**src/rtl/accum_alu.sv**
```systemverilog
module accum_alu (
  input  logic        clk,
  input  logic        rst_n,
  input  logic        start,
  input  logic [7:0]  opcode,
  input  logic [7:0]  acc_in,
  input  logic [7:0]  flags_in,
  input  logic [7:0]  reg_b,
  input  logic [7:0]  reg_c,
  input  logic [7:0]  reg_d,
  input  logic [7:0]  reg_e,
  input  logic [7:0]  reg_h,
  input  logic [7:0]  reg_l,
  output logic        mem_rd,
  output logic [15:0] mem_addr,
  input  logic [7:0]  mem_rdata,
  output logic [7:0]  acc_out,
  output logic [7:0]  flags_out,
  output logic        done
);

  logic       pending;
  logic [2:0] op_q;
  logic [7:0] acc_q;
  logic [7:0] flg_q;
  logic [7:0] src_val;
  logic       accept;
  logic       from_mem;

  assign accept   = start && (opcode[7:6] == 2'b10) && !pending;
  assign from_mem = (opcode[2:0] == 3'b110);
  assign mem_rd   = pending;

  always_comb begin
    case (opcode[2:0])
      3'b000:  src_val = reg_b;
      3'b001:  src_val = reg_c;
      3'b010:  src_val = reg_d;
      3'b011:  src_val = reg_e;
      3'b100:  src_val = reg_h;
      3'b101:  src_val = reg_l;
      3'b111:  src_val = acc_in;
      default: src_val = 8'h00;
    endcase
  end

  function automatic logic [15:0] alu_eval(input logic [2:0] op, input logic [7:0] a,
                                           input logic [7:0] b, input logic [7:0] f);
    logic       cin;
    logic [8:0] wide;
    logic [4:0] nib;
    logic [7:0] res;
    logic       zf, nf, hf, cf;
    cin  = (op == 3'b001 || op == 3'b011) ? f[4] : 1'b0;
    wide = 9'd0;
    nib  = 5'd0;
    res  = a;
    nf   = 1'b0;
    hf   = 1'b0;
    cf   = 1'b0;
    case (op)
      3'b000, 3'b001: begin
        wide = {1'b0, a} + {1'b0, b} + {8'd0, cin};
        nib  = {1'b0, a[3:0]} + {1'b0, b[3:0]} + {4'd0, cin};
        res  = wide[7:0];
        hf   = nib[4];
        cf   = wide[8];
      end
      3'b010, 3'b011, 3'b111: begin
        wide = {1'b0, a} - {1'b0, b} - {8'd0, cin};
        nib  = {1'b0, a[3:0]} - {1'b0, b[3:0]} - {4'd0, cin};
        res  = wide[7:0];
        nf   = 1'b1;
        hf   = nib[4];
        cf   = wide[8];
      end
      3'b100: begin
        res = a & b;
        hf  = 1'b1;
      end
      3'b101: res = a ^ b;
      default: res = a | b;
    endcase
    zf = (res == 8'h00);
    return {(op == 3'b111) ? a : res, zf, nf, hf, cf, f[3:0]};
  endfunction

  always_ff @(posedge clk) begin
    if (!rst_n) begin
      pending   <= 1'b0;
      done      <= 1'b0;
      mem_addr  <= 16'h0000;
      acc_out   <= 8'h00;
      flags_out <= 8'h00;
      op_q      <= 3'd0;
      acc_q     <= 8'h00;
      flg_q     <= 8'h00;
    end else begin
      done <= 1'b0;
      if (pending) begin
        {acc_out, flags_out} <= alu_eval(op_q, acc_q, mem_rdata, flg_q);
        done    <= 1'b1;
        pending <= 1'b0;
      end else if (accept) begin
        if (from_mem) begin
          pending  <= 1'b1;
          mem_addr <= {reg_h, reg_l};
          op_q     <= opcode[5:3];
          acc_q    <= acc_in;
          flg_q    <= flags_in;
        end else begin
          {acc_out, flags_out} <= alu_eval(opcode[5:3], acc_in, src_val, flags_in);
          done <= 1'b1;
        end
      end
    end
  end

endmodule


```
**config.mk**
```make
export PLATFORM = sky130hd
export DESIGN_NAME = accum_alu
export DESIGN_NICKNAME = d
export VERILOG_FILES = /design/src/rtl/accum_alu.sv
export SDC_FILE = /design/constraint.sdc
export NUM_CORES = 1
export LEC_CHECK = 0
export BUFFER_PORTS_ARGS = -buffer_cell sky130_fd_sc_hd__buf_2
export CAP_MARGIN = 20
export CORE_MARGIN = 10
export CORE_UTILIZATION = 51
export CTS_CLUSTER_SIZE = 40
export DETAILED_ROUTE_END_ITERATION = 10
export PLACE_DENSITY = 0.74
export REMOVE_ABC_BUFFERS = 1
export SYNTH_ARGS = -nofsm -noshare
export SYNTH_HDL_FRONTEND = slang
export SYNTH_SLANG_ARGS = --single-unit
export TNS_END_PERCENT = 5
```
**constraint.sdc**
```tcl
create_clock -name clk -period 4.1 [get_ports clk]
set_clock_uncertainty 0.2 [all_clocks]
set_input_delay 0.82 -clock clk [delete_from_list [all_inputs] [get_ports clk]]
set_output_delay 0.82 -clock clk [all_outputs]
set_load 0.005 [all_outputs]
```
==> flow_summary.ini <==
[worst_setup_path]
cp_data_required_time_ns = 4.14
worstSetupPathType = input pin to flip-flop
cp-start-kind = input pin
cp.arrival_ns = 4.16
critPathMaxFanout = 3
endpoint_kind = flip-flop

[synthesis]
synth_edf_count = 0
synthMostInstantiatedCell = nand2_1
ys_seq_elements = 50
synth.top_cell.area_share_pct = 18.4
synth_top_family_by_area = compound AO/OA/AOI/OAI gates
synthXorXnorAreaFrac_pct = 3.86
synth_area_mm2 = 0.00545
ys_seq_area_share_pct = 18.4
ys_top_cells_by_count = nand2_1 (116), inv_1 (62), ha_1 (61), dfxtp_1 (50), o21ai_0 (42)
netlist.top_cell.by_area = dfxtp_1
synth_compound_area_share_pct = 24.9
netlist_instances = 714
synthArstFlopShare_pct = 0
avgSynthCellArea_um2 = 7.63
synth_mux_area_share_pct = 8.96
synth-main-ff-cell = dfxtp_1
synth-simple-area-share_pct = 20.2
yosys_warnings = 0
ys_types = 70
synth_area_leaders = dfxtp_1 (18%), ha_1 (14%), nand2_1 (8.0%)
synth_fa_ha_area_share_pct = 16.2

[power_and_ir_drop]
p_per_area_mw_per_mm2 = 235
p_sw_mw = 0.587
ir_drop_uv = 134
leakagePower_nw = 3.11
seq_power_share_pct = 32.2
p_int_mw = 0.974
power_frac_comb_pct = 46.4
p_sw_share_pct = 37.6
clockPowerShare_pct = 21.4
power_mw = 1.56

[clock_tree]
clock-sinks = 50
htreeDepth = 2
cts_made_buffers = 5
cts_buffer_depth = 2
clock_latency_ns = 0.33
cts_tree = done
postCtsHoldBufs = 0
root_buffer = clkbuf_8
path_clk_slew_ns = 0.11

[floorplan]
start_util_pct = 52.5
die_w_um = 123
fp.dieH_um = 123
dieArea_mm2 = 0.0152
num_rows = 37
pin_count = 117
core-area_mm2 = 0.0104

[cells_and_area]
layout.nets = 1005
diodes = 0
n_fill_cell = 929
synthToLayoutAreaGrowth_pct = 22.1
ff_latch_area_mm2 = 0.00100
multi_input_area_mm2 = 0.00410
layout-drive-gt1-share_pct = 27.1
final_area_mm2 = 0.00665

[timing]
tightest_slew_ns = 0.860
post-route-min-period_ns = 4.13
setup_viol = 1
report.final.hold_viol_count = 0
rsz0062_at_grt = true
fin_tns_setup_ns = -0.0277
max_clock_freq_mhz = 242
relSlewSlack_pct = 42.6
slew_violations = 0
whs_ns = 0.272
timing.final.ws_setup_ns = -0.0277
finalCritPeriodShare_pct = 101

[run_status]
violations = setup timing
status = complete, but fails checks

[route]
drt_iter0_drc = 473
via_count = 5716
drc = 0
avgRoutedWirePerCell_um = 17.6
routed_via_density = 5.76
wl_um = 17400
drt_pass1_iterations = 6
ant_nets = 0

[global_route]
grt_util_met2_pct = 35.5
grt.total_usage_pct = 22.2
top_usage_layer = met2
gr-usage-met1_pct = 29.2
grt_pass1_wl_um = 27800
grt_util_met3_pct = 6.02
grt.overflow.total = 0
grt_max_degree = 52
first_global_vias = 5626
antenna_found_initial = 0

[placed_design]
post-dp-hpwl_um = 13900
finalWeightedCongestion = 0.914
port_buffers = 113
place_area_mm2 = 0.00648

[hold_path]
worstHoldPathType = flip-flop to flip-flop

[run]
maxCapViolations = 0
==> per-layer routing <==
metal  share of wire (%)  up-vias  wire length [um]
li1                    -     2770                 -
met1                  43     2701              7510
met2                  46      224              8040
met3                 9.6       21              1680
met4                 1.2        0               212
met5                   0        -                 0
==> power groups by stage <==
stage / sequential (mW) / combinational [mW] / clock [mW]
finish: 0.503 / 0.724 / 0.335
global placement: 0.513 / 0.672 / 0
global route: 0.505 / 0.792 / 0.347
detailed placement: 0.514 / 0.691 / 0
CTS: 0.503 / 0.703 / 0.331
floorplan: 0.514 / 0.413 / 0
==> sequential cells by signal, summed over array words and instances (netlist names) <==
register,count
acc_out,8
acc_q,8
done,1
flags_out,8
flg_q,5
mem_addr,16
mem_rd,1
op_q,3
==> critical path, stage by stage <==
cell and delay [ns]:
buf_2 0.11, mux2_2 0.35, a32oi_2 0.20, nand2_1 0.09
a31oi_2 0.19, buf_4 0.15, xnor2_1 0.06, ha_1 0.17
a21o_1 0.19, ha_2 0.19, or4_4 0.42, o221a_4 0.24
nand3_2 0.08, nand2_2 0.05, xor2_1 0.14, a32o_2 0.29
nand2b_4 0.14, o41ai_2 0.28
==> worst paths after layout <==
| check | cells past startpoint | from | slack (ns) | to |
|---|---|---|---|---|
| hold / removal | 2 | mem_addr[10]$_SDFFE_PN0P_ | 0.27 | mem_addr[10]$_SDFFE_PN0P_ |
| hold reg to reg | 2 | mem_addr[10]$_SDFFE_PN0P_ | 0.27 | mem_addr[10]$_SDFFE_PN0P_ |
| setup / recovery | 18 | opcode[1] | -0.03 | flags_out[7]$_SDFFE_PN0P_ |
| setup reg to reg | 12 | flg_q[4]$_SDFFE_PN0P_ | 0.40 | flags_out[7]$_SDFFE_PN0P_ |
==> layout make-up <==
| class | instances | area share, % |
|---|---|---|
| multi-input cells | 559 | 61.6 |
| inverters | 62 | 3.50 |
| clock buffers | 5 | 1.03 |
| clock inverters | 3 | 0.433 |
| flip-flops and latches | 50 | 15.1 |
| repair buffers | 177 | 15.8 |
| well taps | 136 | 2.56 |
==> layout by cell type, fill, tap and decap left out, drive strengths merged, types with 11 or more instances in the layout <==
cell    netlist  final
o21ai        44     44
a21oi        38     38
nand2       117    117
xor2         11     11
mux2i        24     24
nand3        15     15
inv          62     63
nor2         29     29
o211ai       11     11
nand2b       19     19
xnor2        13     13
a21boi       34     34
dfxtp        50     50
ha           61     61
buf          11    177
==> logic make-up after synthesis <==
logic type / after synthesis
AO/OA/AOI/OAI: 195
XOR/XNOR: 24
adder cells (fa/ha/maj): 67
buffers and inverters: 105
flip-flops: 50
multiplexers: 40
AND/OR/NAND/NOR: 233
==> per-stage QoR <==
step	utilization (%)	std cells	setup slack [ns]
2_1_floorplan	-	671	-0.122
3_3_place_gp	62.5	982	-0.422
3_5_place_dp	62.5	982	-0.475
4_1_cts	63.9	992	0.0107
5_1_grt	64.1	992	-0.211
6_report	64.1	992	-0.0277
==> what timing repair did <==
| item | in CTS | in global routing |
|---|---|---|
| setup buffers | 2 | 0 |
| setup endpoints to repair | 4 | 6 |
| pin swaps | 1 | 1 |
| cloned | 0 | 0 |
| gates resized for setup | 10 | 5 |
(Power assumes the default switching activity.)
